**config.mk**
```make
export PLATFORM = sky130hd
export DESIGN_NAME = i2c_irq_vector
export DESIGN_NICKNAME = d
export VERILOG_FILES = /design/src/rtl/i2c_ivec_pkg.sv /design/src/rtl/ivec_flag_bank.sv /design/src/rtl/ivec_prio_enc.sv /design/src/rtl/i2c_irq_vector.sv
export SDC_FILE = /design/constraint.sdc
export NUM_CORES = 1
export LEC_CHECK = 0
export ABC_AREA = 1
export BUFFER_PORTS_ARGS = -buffer_cell sky130_fd_sc_hd__buf_4
export CAP_MARGIN = 20
export CORE_MARGIN = 1.5
export CORE_UTILIZATION = 40
export CTS_CLUSTER_SIZE = 24
export DETAILED_ROUTE_END_ITERATION = 8
export PLACE_DENSITY = 0.72
export SYNTH_ARGS = -nofsm -noshare
export SYNTH_HDL_FRONTEND = slang
export SYNTH_HIERARCHICAL = 1
export SYNTH_SLANG_ARGS = --single-unit
```
**constraint.sdc**
```tcl
create_clock -name clk -period 2 [get_ports clk]
set_clock_uncertainty 0.15 [all_clocks]
set_input_delay 0.2 -clock clk [delete_from_list [all_inputs] [get_ports clk]]
set_output_delay 0.2 -clock clk [all_outputs]
set_load 0.02 [all_outputs]
```
**src/rtl/i2c_ivec_pkg.sv**
```systemverilog
package i2c_ivec_pkg;

    // register selector on the small access port
    typedef enum logic [1:0] {
        SEL_STATUS = 2'd0,
        SEL_MASK   = 2'd1,
        SEL_VECTOR = 2'd2,
        SEL_NONE   = 2'd3
    } reg_sel_e;

    localparam int unsigned EVT_COUNT   = 7;
    localparam int unsigned WORD_W      = 16;
    localparam int unsigned BUSY_POS    = 12;
    localparam int unsigned SHIFT_FULL_POS = 11;

endpackage

```
**src/rtl/ivec_flag_bank.sv**
```systemverilog
module ivec_flag_bank #(
    parameter int unsigned N = 7
) (
    input  logic         clk,
    input  logic         rst_n,
    input  logic [N-1:0] set_i,
    input  logic [N-1:0] clr_i,
    output logic [N-1:0] flags_o
);

    logic [N-1:0] flags_q;

    // set has priority over clear, so a colliding event survives
    always_ff @(posedge clk or negedge rst_n) begin
        if (!rst_n) begin
            flags_q <= '0;
        end else begin
            flags_q <= (flags_q & ~clr_i) | set_i;
        end
    end

    assign flags_o = flags_q;


    set_lands_chk: assert property (@(posedge clk) disable iff (!rst_n)
        (set_i != '0) |=> ((flags_q & $past(set_i)) == $past(set_i)));


    clear_lands_chk: assert property (@(posedge clk) disable iff (!rst_n)
        ((clr_i & ~set_i) != '0) |=> ((flags_q & $past(clr_i & ~set_i)) == '0));


    set_wins_chk: assert property (@(posedge clk) disable iff (!rst_n)
        ((set_i & clr_i) != '0) |=> ((flags_q & $past(set_i & clr_i)) == $past(set_i & clr_i)));

endmodule

```
**src/rtl/ivec_prio_enc.sv**
```systemverilog
module ivec_prio_enc #(
    parameter int unsigned N      = 7,
    parameter int unsigned CODE_W = $clog2(N + 1)
) (
    input  logic [N-1:0]      req_i,
    output logic [CODE_W-1:0] code_o,
    output logic              any_o
);

    // scan from the top down so the lowest index is written last and wins
    always_comb begin
        code_o = '0;
        for (int i = N - 1; i >= 0; i--) begin
            if (req_i[i]) begin
                code_o = CODE_W'(i + 1);
            end
        end
    end

    assign any_o = |req_i;

endmodule

```
**src/rtl/i2c_irq_vector.sv**
```systemverilog
module i2c_irq_vector
    import i2c_ivec_pkg::*;
#(
    parameter int unsigned NUM_EVT   = EVT_COUNT,
    parameter int unsigned DATA_W    = WORD_W,
    parameter int unsigned BUSY_BIT  = BUSY_POS,
    parameter int unsigned SFULL_BIT = SHIFT_FULL_POS
) (
    input  logic              clk,
    input  logic              rst_n,
    input  logic [NUM_EVT-1:0] evt_set,
    input  logic              bus_busy,
    input  logic              rx_shift_full,
    input  logic              reg_wr,
    input  logic              reg_rd,
    input  logic [1:0]        reg_addr,
    input  logic [DATA_W-1:0] reg_wdata,
    output logic [DATA_W-1:0] reg_rdata,
    output logic              irq
);

    localparam int unsigned CODE_W = $clog2(NUM_EVT + 1);

    reg_sel_e            sel;
    logic [NUM_EVT-1:0]  flags;
    logic [NUM_EVT-1:0]  mask_q;
    logic [NUM_EVT-1:0]  live;
    logic [NUM_EVT-1:0]  wr_clr;
    logic [NUM_EVT-1:0]  vec_clr;
    logic [NUM_EVT-1:0]  clr_all;
    logic [CODE_W-1:0]   vec_code;
    logic                vec_any;
    logic                wr_stat;
    logic                wr_mask;
    logic                rd_vec;
    logic                wdata_unused;

    assign sel     = reg_sel_e'(reg_addr);
    assign wr_stat = reg_wr && (sel == SEL_STATUS);
    assign wr_mask = reg_wr && (sel == SEL_MASK);
    assign rd_vec  = reg_rd && (sel == SEL_VECTOR);
    assign wdata_unused = ^reg_wdata[DATA_W-1:NUM_EVT];

    // enable mask
    always_ff @(posedge clk or negedge rst_n) begin
        if (!rst_n) begin
            mask_q <= '0;
        end else if (wr_mask) begin
            mask_q <= reg_wdata[NUM_EVT-1:0];
        end
    end

    // clear sources: write-one-to-clear and retire-on-vector-read
    assign wr_clr = wr_stat ? reg_wdata[NUM_EVT-1:0] : '0;

    always_comb begin
        vec_clr = '0;
        if (rd_vec && vec_any) begin
            vec_clr[vec_code - CODE_W'(1)] = 1'b1;
        end
    end

    assign clr_all = wr_clr | vec_clr;

    ivec_flag_bank #(.N(NUM_EVT)) u_flags (
        .clk     (clk),
        .rst_n   (rst_n),
        .set_i   (evt_set),
        .clr_i   (clr_all),
        .flags_o (flags)
    );

    assign live = flags & mask_q;

    ivec_prio_enc #(.N(NUM_EVT), .CODE_W(CODE_W)) u_enc (
        .req_i  (live),
        .code_o (vec_code),
        .any_o  (vec_any)
    );

    assign irq = vec_any;

    // read mux
    always_comb begin
        reg_rdata = '0;
        unique case (sel)
            SEL_STATUS: begin
                reg_rdata[NUM_EVT-1:0] = flags;
                reg_rdata[BUSY_BIT]    = bus_busy;
                reg_rdata[SFULL_BIT]   = rx_shift_full;
            end
            SEL_MASK:   reg_rdata[NUM_EVT-1:0] = mask_q;
            SEL_VECTOR: reg_rdata[CODE_W-1:0]  = vec_code;
            SEL_NONE:   reg_rdata = '0;
        endcase
    end


    irq_level_chk: assert property (@(posedge clk) disable iff (!rst_n)
        irq == ((flags & mask_q) != '0));


    vector_prio_chk: assert property (@(posedge clk) disable iff (!rst_n)
        (vec_code != '0) |-> (live[vec_code - CODE_W'(1)] &&
            ((live & ((NUM_EVT'(1) << (vec_code - CODE_W'(1))) - NUM_EVT'(1))) == '0)));


    vector_zero_chk: assert property (@(posedge clk) disable iff (!rst_n)
        (vec_code == '0) == (live == '0));


    retire_one_chk: assert property (@(posedge clk) disable iff (!rst_n)
        (rd_vec && vec_any && !wr_stat && (evt_set == '0))
            |=> ($countones(flags) + 1 == $countones($past(flags))));


    mask_load_chk: assert property (@(posedge clk) disable iff (!rst_n)
        wr_mask |=> (mask_q == $past(reg_wdata[NUM_EVT-1:0])));

endmodule

```
==> out/results.md, run 1 <==
| Step | Metric | This run |
|---|---|---|
| run status | Status | completed |
| sta | Time the worst path needs with I/O delays and setup | 1.92 ns |
| cells and area | Post-layout net count | 264 |
| yosys | Number of different library cells in the post-synthesis netlist | 20 |
| run | Max-cap viol count | 0 |
| die | Number of rows created at floorplan | 18 |
| critical path | Worst path required time | 1.65 ns |
| routing | Drc violations | 0 |
| die | Number of top-level pins | 48 |
| cells and area | Sequential cell area in the final layout | 350 µm² |
| sta | Setup-failing EPs final | 0 |
| routing | Post-DR vias/cell | 4.43 |
| yosys | Instance count of the mapped netlist | 182 |
| die | Die H | 55.6 µm |
| critical path | Path type of the worst setup path | flip-flop to output pin |
| power | Power density over cell area | 677 nW/µm² |
| routing | Total wirelength of the detailed-routed design | 2580 µm |
| clock tree | Total number of H-tree levels | 1 |
| grt | Via count of the first global-routing pass | 925 |
| die | Chip width | 55.6 µm |
| place | Buffers on Ports | 31 |
| grt | Aggregate global-route resource usage | 0.160 |
| routing | Number of nets still failing antenna checks after routing | 0 |
| cells and area | Number of standard cells in the layout, taps in and fillers out | 260 |
| critical path | R2R cell count | 17 |
| power | Static leakage power | 0.000919 µW |
| cells and area | Layout Area Growth over Synthesis | 40.1% |
| critical path | Sort of element at the start of the critical path | flip-flop |
| critical path | Reg2Reg Capture Point | u_flags/flags_o[5]$_DFF_PN0_ |
| critical path | Launching instance or port of the critical path | u_flags/flags_o[5]$_DFF_PN0_ |
| yosys | #FFs+latches synth | 14 |
| clock tree | Max Buffers Root-to-Sink | 2 |
| yosys | Number of enable flip-flop cells after synthesis | 0 |
| clock tree | CTS Root Buffer Type | clkbuf_4 |
| clock tree | Clock transition at the registers of the reported paths | 0.09 ns |
| place | Detailed placer's ending HPWL | 1820 µm |
| routing | Routed wire length per instance | 9.93 µm |
| yosys | Number of warnings issued by yosys | 6 |
| yosys | Fraction of registers with async set or reset after synthesis | 1.00 |
| sta | Setup slack of the critical path after layout | 0.0802 ns |
| sta | Max Freq | 0.521 GHz |
| cells and area | Multi-input gate area | 616 µm² |
| hold path | Hold/Removal Path Class | primary input to flip-flop |
| grt | Global-route wire length before repair | 3860 µm |
| critical path | Kind of end point of the critical path | output pin |
| yosys | Post-synthesis instance area | 1110 µm² |
| critical path | Worst reg2reg setup slack | 0.11 ns |
| yosys | Post-synthesis average cell area | 6.08 µm² |
| cells and area | Filler Cell Count | 244 |
| clock tree | Total clock buffers created by CTS | 3 |
| power | Worst vdd ir | 0.000454 V |
| yosys | Dominant register cell in the synthesized netlist | dfrtp_1 |
| place | Pre-CTS WS | 0.0381 ns |
| place | Placed Cells | 242 |
| routing | Initial DRC count | 22 |
| clock tree | Clock tree from TritonCTS | done |
| critical path | Worst setup path endpoint | reg_rdata[0] |
| sta | Tcrit/Tclk final | 0.960 |
| die | Effective utilization at floorplan | 0.435 |
| routing | First-pass DRT Iterations | 4 |
| grt | Largest net degree at the start of global routing | 16 |
| clock tree | Number of clock sinks seen by CTS | 14 |
| sta | RSZ-0062 raised after global routing | true |
| grt | Number of antenna violations at the first check in global routing | 0 |
| cells and area | Share of cells above drive strength 1 | 0.309 |
| place | Final weighted congestion in routability-driven placement | 0.881 |
| cells and area | Antenna diodes | 0 |
| critical path | Worst Path Max Fanout | 3 |
| yosys | Share of synthesized area occupied by flip-flops and latches | 0.316 |
| cells and area | Final core utilization | 0.610 |
| die | Die area | 3090 µm² |
| critical path | Reg-to-Reg Start | u_flags/flags_o[5]$_DFF_PN0_ |
| clock tree | Clk Latency, worst-skew pair | 0.28 ns |
| sta | Final hold violations | 0 |
| grt | Total global routing overflow | 0 |
| critical path | Data arrival time of the critical path | 1.57 ns |
| die | Area of the core | 2540 µm² |
| sta | Max-slew violation count | 0 |
| routing | Overall via count from detail_route | 1153 |
cells in the mapped netlist, types with 2 or more instances:
master / instances / area, µm²
a21oi_1: 2 / 10.0
dfrtp_1: 14 / 350
nor2_4: 2 / 22.5
nand3_1: 11 / 55.1
nand2_1: 85 / 319
inv_2: 2 / 7.51
o211ai_1: 2 / 15.0
nor2_1: 10 / 37.5
inv_1: 34 / 128
nor2_2: 2 / 12.5
nand2_2: 3 / 18.8
buf_4: 7 / 52.6
per-stage QoR:
| step | area (µm²) | setup TNS [ns] | hold slack [ns] | power [µW] |
|---|---|---|---|---|
| detailed placement | 1350 | 0 | -0.0884 | 774 |
| CTS | 1450 | 0 | 0.00201 | 946 |
| global route | 1550 | -0.136 | 0.0159 | 1130 |
| floorplan | 1130 | 0 | -0.246 | 648 |
| finish | 1550 | 0 | 0.00442 | 1050 |
| global placement | 1350 | 0 | -0.0890 | 770 |
cell usage in the layout (no fill, tap or decap):
master	netlist	final
a21oi_2	0	1
nor2_4	2	2
nor3_2	1	1
nor2_2	2	6
o211ai_1	2	2
dlygate4sd3_1	0	8
nand3_1	11	10
buf_4	7	39
nand3_2	1	1
a21oi_1	2	1
buf_6	1	1
conb_1	1	7
clkbuf_4	0	3
inv_1	34	29
nor2_1	10	6
nand2_2	3	6
dfrtp_1	14	14
ha_4	0	1
inv_4	1	1
nand3_4	0	1
inv_2	2	7
nor2_8	1	1
nand2_1	85	82
registers in the layout, indices dropped and copies added (netlist names):
register,cells
u_flags/flags_o,7
mask_q,7
cell type report:
class,count,area share
inverters,37,0.0911
flip-flops and latches,14,0.226
multi-input cells,128,0.397
well taps,30,0.0242
clock buffers,3,0.0145
repair buffers,48,0.248
layer usage:
metal / share of wire / global-route usage / vias to the layer above
li1: - / - / 611
met1: 0.47 / 0.224 / 504
met2: 0.46 / 0.245 / 34
met3: 0.056 / 0.0279 / 4
met4: 0.012 / 0.0627 / 0
met5: 0 / 0 / -
where the power goes:
part	total (µW)	switching, µW	internal [µW]
logic	552	314	238
registers	339	22.9	316
clock network	160	90.5	69.8
total	1050	427	623
critical path, stage by stage, from the launching register on:
cell and delay [ns]:
dfrtp_1 0.40, nand2_1 0.07, inv_1 0.04, inv_2 0.05, nand2_1 0.04, nand2_1 0.05, nand2_1 0.07, a21oi_2 0.17
buf_4 0.14, nand3_4 0.08, nand3_2 0.07, buf_6 0.11
worst min-delay path by stage:
stage / start / end / slack (ns) / cells past startpoint
after floorplan: rst_n / mask_q[0]$_DFFE_PN0P_ / -0.25 / 0
after global placement: rst_n / mask_q[6]$_DFFE_PN0P_ / -0.09 / 1
after detailed placement: rst_n / mask_q[6]$_DFFE_PN0P_ / -0.09 / 1
after CTS: reg_wdata[2] / mask_q[2]$_DFFE_PN0P_ / 0.002 / 3
after global routing: reg_wdata[2] / mask_q[2]$_DFFE_PN0P_ / 0.02 / 3
final: reg_wdata[2] / mask_q[2]$_DFFE_PN0P_ / 0.004 / 3
cells by family (layout without fill, tap and decap cells):
family,count (synthesis),in the layout,share of synthesized area
AO/OA/AOI/OAI,4,4,0.0226
flip-flops,14,14,0.316
adder cells (fa/ha/maj),1,1,0.0113
AND/OR/NAND/NOR,116,116,0.457
buffers and inverters,46,88,0.190
other,1,7,0.00339
what timing repair did:
action / 4_1_cts / 5_1_grt
buffers inserted: 0 / 7
hold buffers: 8 / 0
endpoints found under the setup margin: 1 / 10
pin swaps: 0 / 17
endpoints found under the hold margin: 21 / 0
gates resized for setup: 1 / 16
Power figures use the tool's default switching activity.
==> run 2: changes to the inputs <==
- CTS_BUF_LIST: not set -> sky130_fd_sc_hd__clkbuf_8 sky130_fd_sc_hd__clkbuf_16
==> out/results.md, run 2 (same netlist as run 1, synthesis figures left out) <==
| Step | Metric | This run |
|---|---|---|
| routing | Post-DR vias/cell | 4.46 |
| clock tree | Max Buffers Root-to-Sink | 2 |
| clock tree | Total number of H-tree levels | 1 |
| routing | Number of nets still failing antenna checks after routing | 0 |
| die | Area of the core | 2540 µm² |
| clock tree | CTS Root Buffer Type | clkbuf_8 |
| sta | Max-slew violation count | 0 |
| cells and area | Number of standard cells in the layout, taps in and fillers out | 254 |
| cells and area | Most common cell after layout, fill and taps aside | nand2_1 |
| power | Seq pwr share | 0.310 |
| die | Die H | 55.6 µm |
| critical path | Kind of end point of the critical path | output pin |
| grt | Via count of the first global-routing pass | 934 |
| grt | Number of antenna violations at the first check in global routing | 0 |
| grt | Aggregate global-route resource usage | 0.159 |
| run | Max-cap viol count | 0 |
| sta | Setup-failing EPs final | 0 |
| die | Die area | 3090 µm² |
| clock tree | Clock transition at the registers of the reported paths | 0.05 ns |
| place | Buffers on Ports | 31 |
| cells and area | Filler Cell Count | 250 |
| place | Final weighted congestion in routability-driven placement | 0.881 |
| critical path | Worst path required time | 1.65 ns |
| die | Effective utilization at floorplan | 0.435 |
| sta | Final hold violations | 0 |
| power | Combinational fraction of design power | 0.480 |
| cells and area | Post-layout net count | 258 |
| routing | Total wirelength of the detailed-routed design | 2510 µm |
| grt | Global-route wire length before repair | 3880 µm |
| routing | First-pass DRT Iterations | 4 |
| clock tree | Total clock buffers created by CTS | 3 |
| die | Number of top-level pins | 48 |
| power | Total internal power | 670 µW |
| clock tree | Number of clock sinks seen by CTS | 14 |
| power | Static leakage power | 0.000900 µW |
| cells and area | Final instance area | 1520 µm² |
| grt | Largest net degree at the start of global routing | 16 |
| power | Power density over cell area | 722 nW/µm² |
| clock tree | Clk Latency, worst-skew pair | 0.24 ns |
| die | Chip width | 55.6 µm |
| place | Placed Cells | 242 |
| hold path | Hold/Removal Path Class | primary input to flip-flop |
| sta | Max Freq | 0.529 GHz |
| power | Share of total power in the clock network | 0.210 |
| sta | Aggregate negative setup slack | 0 ns |
| critical path | Worst Path Max Fanout | 3 |
| power | Worst vdd ir | 0.000463 V |
| critical path | Path type of the worst setup path | flip-flop to output pin |
| critical path | Data arrival time of the critical path | 1.54 ns |
| cells and area | Antenna diodes | 0 |
| routing | Routed wire length per instance | 9.87 µm |
| cells and area | Commonest cells after routing, fill and taps aside | nand2_1, buf_4, inv_1 |
| power | Fraction of power spent switching nets | 0.389 |
| sta | RSZ-0062 raised after global routing | true |
| die | Number of rows created at floorplan | 18 |
| routing | Overall via count from detail_route | 1133 |
| routing | Initial DRC count | 18 |
| clock tree | Clock tree from TritonCTS | done |
| place | Detailed placer's ending HPWL | 1820 µm |
| run status | Status | completed |
| sta | Time the worst path needs with I/O delays and setup | 1.89 ns |
| routing | Drc violations | 0 |
| cells and area | Share of cells above drive strength 1 | 0.286 |
| power | Power spent charging and discharging nets | 427 µW |
| place | Area of placed instances | 1350 µm² |
| critical path | Sort of element at the start of the critical path | flip-flop |
| sta | Tcrit/Tclk final | 0.945 |
| cells and area | Layout Area Growth over Synthesis | 37.2% |
| grt | Total global routing overflow | 0 |
## run 2: path summary, 6_finish.rpt
kind	from	endpoint	slack [ns]	depth (start not counted)
max	u_flags/flags_o[5]$_DFF_PN0_	reg_rdata[0]	0.11	11
min	evt_set[6]	u_flags/flags_o[6]$_DFF_PN0_	0.0006	3
max reg2reg	u_flags/flags_o[5]$_DFF_PN0_	u_flags/flags_o[1]$_DFF_PN0_	0.12	16
min reg2reg	mask_q[6]$_DFFE_PN0P_	mask_q[6]$_DFFE_PN0P_	0.35	2
max in group asynchronous	rst_n	mask_q[1]$_DFFE_PN0P_	1.34	2
min in group asynchronous	rst_n	mask_q[5]$_DFFE_PN0P_	0.19	2
## run 2: layout make-up
cell class,count,area (µm²),area share
Tap cell,30,37.5,0.0247
Timing Repair Buffer,42,333,0.219
Sequential cell,14,350,0.231
Inverter,37,141,0.0931
Clock buffer,3,41.3,0.0272
Multi-Input combinational cell,128,616,0.405
## run 2: power by group through the flow
stage	Clock [µW]	Sequential (µW)	Combinational, µW
detailed placement	0	345	429
floorplan	0	341	308
global route	241	344	588
CTS	232	340	441
global placement	0	345	425
finish	230	340	526
## run 2: critical path, stage by stage (launching register included)
cell and delay (ns):
dfrtp_1 0.39, nand2_1 0.06, inv_1 0.04, inv_2 0.05, nand2_1 0.04, nand2_1 0.05, nand2_1 0.06, a21oi_2 0.17
buf_4 0.14, nand3_4 0.08, nand3_2 0.08, buf_4 0.13
## run 2: timing repair
| action | in CTS | in global routing |
|---|---|---|
| hold endpoints to repair | 20 | 0 |
| resized for setup | 0 | 14 |
| setup endpoints to repair | 0 | 9 |
| buffers inserted | 0 | 2 |
| hold buffers | 7 | 0 |
## run 2: per-stage QoR
stage / util / worst slack, ns / total power [µW] / hold slack [ns]
after floorplan: - / 0.149 / 648 / -0.246
after global placement: 0.529 / 0.0224 / 770 / -0.0890
after detailed placement: 0.529 / 0.0381 / 774 / -0.0884
after CTS: 0.573 / 0.0218 / 1010 / 0.00254
after global routing: 0.597 / -0.0288 / 1170 / 0.0129
final: 0.597 / 0.109 / 1100 / 0.000581
## run 2: per-layer routing
layer | vias up | part of all wire | global-route usage
li1 | 600 | - | -
met1 | 500 | 0.48 | 0.227
met2 | 28 | 0.47 | 0.241
met3 | 5 | 0.044 | 0.0279
met4 | 0 | 0.010 | 0.0523
met5 | - | 0 | 0
==> run 3: changes to the inputs <==
- CORE_UTILIZATION: 40 -> 35
- PLACE_DENSITY: 0.72 -> not set
- RECOVER_POWER: not set -> 50
==> out/results.md, run 3 (same netlist as run 1, synthesis figures left out) <==
| Step | Metric | This run |
|---|---|---|
| die | Area of the core | 3030 µm² |
| clock tree | Total clock buffers created by CTS | 3 |
| critical path | Kind of end point of the critical path | output pin |
| cells and area | Most common cell after layout, fill and taps aside | nand2_1 |
| critical path | Slowest-stage cell, CP | dfrtp_1 |
| routing | Routed wire length per instance | 9.67 µm |
| sta | Setup slack of the critical path after layout | 0.0798 ns |
| critical path | Largest incremental delay on the critical path | 0.37 ns |
| die | Number of top-level pins | 48 |
| hold path | Hold/Removal Path Class | primary input to flip-flop |
| die | Number of rows created at floorplan | 20 |
| grt | Number of antenna violations at the first check in global routing | 0 |
| sta | Time the worst path needs with I/O delays and setup | 1.92 ns |
| place | Detailed placer's ending HPWL | 1900 µm |
| place | Final weighted congestion in routability-driven placement | 0.752 |
| routing | First-pass DRT Iterations | 4 |
| power | Power spent charging and discharging nets | 467 µW |
| sta | Final hold violations | 0 |
| clock tree | Total number of H-tree levels | 1 |
| die | Chip width | 59.2 µm |
| power | Total internal power | 702 µW |
| run | Max-cap viol count | 0 |
| cells and area | Antenna diodes | 0 |
| power | Share of total power in the clock network | 0.201 |
| routing | Initial DRC count | 28 |
| routing | Post-DR vias/cell | 4.24 |
| clock tree | Clock tree from TritonCTS | done |
| power | Seq pwr share | 0.291 |
| critical path | Reg2Reg Capture Point | u_flags/flags_o[4]$_DFF_PN0_ |
| hold path | WHS Endpoint | mask_q[2]$_DFFE_PN0P_ |
| routing | Total wirelength of the detailed-routed design | 2620 µm |
| place | Buffers on Ports | 31 |
| cells and area | Number of standard cells in the layout, taps in and fillers out | 271 |
| cells and area | Final instance area | 1590 µm² |
| cells and area | Commonest cells after routing, fill and taps aside | nand2_1, buf_4, inv_1 |
| hold path | Hold Crit Depth | 3 |
| grt | Total global routing overflow | 0 |
| sta | Tcrit/Tclk final | 0.960 |
| critical path | Family of cells with the greatest summed delay on the critical path | simple AND/OR/NAND/NOR gates |
| die | Die area | 3510 µm² |
| routing | Drc violations | 0 |
| power | Fraction of power spent switching nets | 0.400 |
| power | Power density over cell area | 736 nW/µm² |
| sta | RSZ-0062 raised after global routing | true |
| grt | Global-route wire length before repair | 4200 µm |
| critical path | Critical path cell sequence | nand2_1 -> inv_1 -> inv_2 -> nand2_1 -> nand2_1 -> nand2_1 -> a21oi_2 -> buf_4 -> nand3_4 -> nand3_2 -> buf_6 |
| grt | Largest net degree at the start of global routing | 16 |
| die | Die H | 59.2 µm |
| sta | Least-Margin Pin Slew | 0.788 ns |
| clock tree | Max Buffers Root-to-Sink | 2 |
| clock tree | Number of clock sinks seen by CTS | 14 |
| routing | Overall via count from detail_route | 1150 |
| cells and area | Post-layout net count | 261 |
| critical path | Worst path required time | 1.65 ns |
| cells and area | Share of cells above drive strength 1 | 0.304 |
| die | Effective utilization at floorplan | 0.366 |
| critical path | Reg-to-Reg Start | u_flags/flags_o[6]$_DFF_PN0_ |
| critical path | Sort of element at the start of the critical path | flip-flop |
| critical path | Cell mode on critical path | nand2_1 |
| place | Pre-CTS WS | -0.0349 ns |
| sta | Max-slew violation count | 0 |
| critical path | Number of buffer and inverter instances along the worst setup path | 4 |
| power | Worst vdd ir | 0.000400 V |
| clock tree | Clock transition at the registers of the reported paths | 0.06 ns |
| clock tree | CTS Root Buffer Type | clkbuf_8 |
| critical path | Worst reg2reg setup slack | 0.09 ns |
| grt | Via count of the first global-routing pass | 1022 |
| critical path | R2R cell count | 17 |
| clock tree | Clk Latency, worst-skew pair | 0.25 ns |
| cells and area | Layout Area Growth over Synthesis | 43.5% |
| critical path | Worst Path Max Fanout | 2 |
| sta | Slew headroom | 0.474 |
| routing | Number of nets still failing antenna checks after routing | 0 |
| critical path | Path type of the worst setup path | flip-flop to output pin |
| power | Combinational fraction of design power | 0.508 |
| grt | Aggregate global-route resource usage | 0.162 |
| place | Placed Cells | 258 |
| run status | Status | completed |
| critical path | Data arrival time of the critical path | 1.57 ns |
| power | Static leakage power | 0.000915 µW |
| sta | Max Freq | 0.521 GHz |
| hold path | Min-Delay Startpoint | reg_wdata[2] |
| sta | Setup-failing EPs final | 0 |
| place | Area of placed instances | 1380 µm² |
## run 3: metrics by stage
step | hold slack (ns) | power [µW] | utilization | setup TNS, ns
floorplan | -0.246 | 648 | - | 0
global placement | -0.0839 | 785 | 0.455 | -0.0247
detailed placement | -0.0850 | 787 | 0.455 | -0.0608
CTS | 0.0410 | 1040 | 0.497 | 0
global route | 0.0515 | 1260 | 0.525 | -0.357
finish | 0.0431 | 1170 | 0.525 | 0
## run 3: power by group through the flow
| stage | Sequential, µW | Clock, µW | Combinational [µW] |
|---|---|---|---|
| 2_1_floorplan | 341 | 0 | 308 |
| 3_3_place_gp | 345 | 0 | 440 |
| 3_5_place_dp | 345 | 0 | 442 |
| 4_1_cts | 340 | 239 | 459 |
| 5_1_grt | 345 | 253 | 658 |
| 6_report | 340 | 236 | 594 |
## run 3: per-layer routing
layer / share of wire / track usage / up-vias
met4: 0.017 / 0.0682 / 0
met3: 0.041 / 0.0262 / 5
li1: - / - / 605
met1: 0.48 / 0.206 / 509
met2: 0.46 / 0.268 / 31
met5: 0 / 0 / -
## run 3: worst max-delay path by stage
stage	start	endpoint	slack [ns]	cells after the start
final	u_flags/flags_o[5]$_DFF_PN0_	reg_rdata[0]	0.08	11
after detailed placement	mask_q[5]$_DFFE_PN0P_	u_flags/flags_o[5]$_DFF_PN0_	-0.03	16
after floorplan	mask_q[5]$_DFFE_PN0P_	u_flags/flags_o[5]$_DFF_PN0_	0.15	16
after global routing	mask_q[5]$_DFFE_PN0P_	u_flags/flags_o[5]$_DFF_PN0_	-0.06	18
after CTS	mask_q[5]$_DFFE_PN0P_	u_flags/flags_o[5]$_DFF_PN0_	0.004	16
after global placement	mask_q[5]$_DFFE_PN0P_	u_flags/flags_o[5]$_DFF_PN0_	-0.02	16
## run 3: worst register-to-register path, stage by stage, from the launching register on
cell and delay (ns):
dfrtp_1 0.39, nand2_1 0.07, inv_1 0.05, inv_1 0.06
nand2_2 0.06, nand3_1 0.08, a21oi_1 0.07, inv_1 0.13
ha_4 0.17, inv_1 0.05, nand2_1 0.08, nand2_2 0.09
nor2_4 0.12, nand2_1 0.06, nand2_1 0.06, inv_1 0.03
nand2_1 0.05, nand2_1 0.04
## run 3: cell type report
cell class | instances | area, µm²
multi-input combinational | 128 | 641
clock buffer | 3 | 41.3
tap | 44 | 55.1
fill | 311 | 1440
inverter | 37 | 144
sequential | 14 | 350
timing repair buffer | 45 | 358
## run 3: repair_timing
| item | CTS | global route |
|---|---|---|
| hold buffers | 8 | 0 |
| endpoints found under the hold margin | 21 | 0 |
| endpoints found under the setup margin | 5 | 9 |
| pin swaps | 0 | 10 |
| buffers inserted | 0 | 2 |
| gates resized for setup | 1 | 22 |
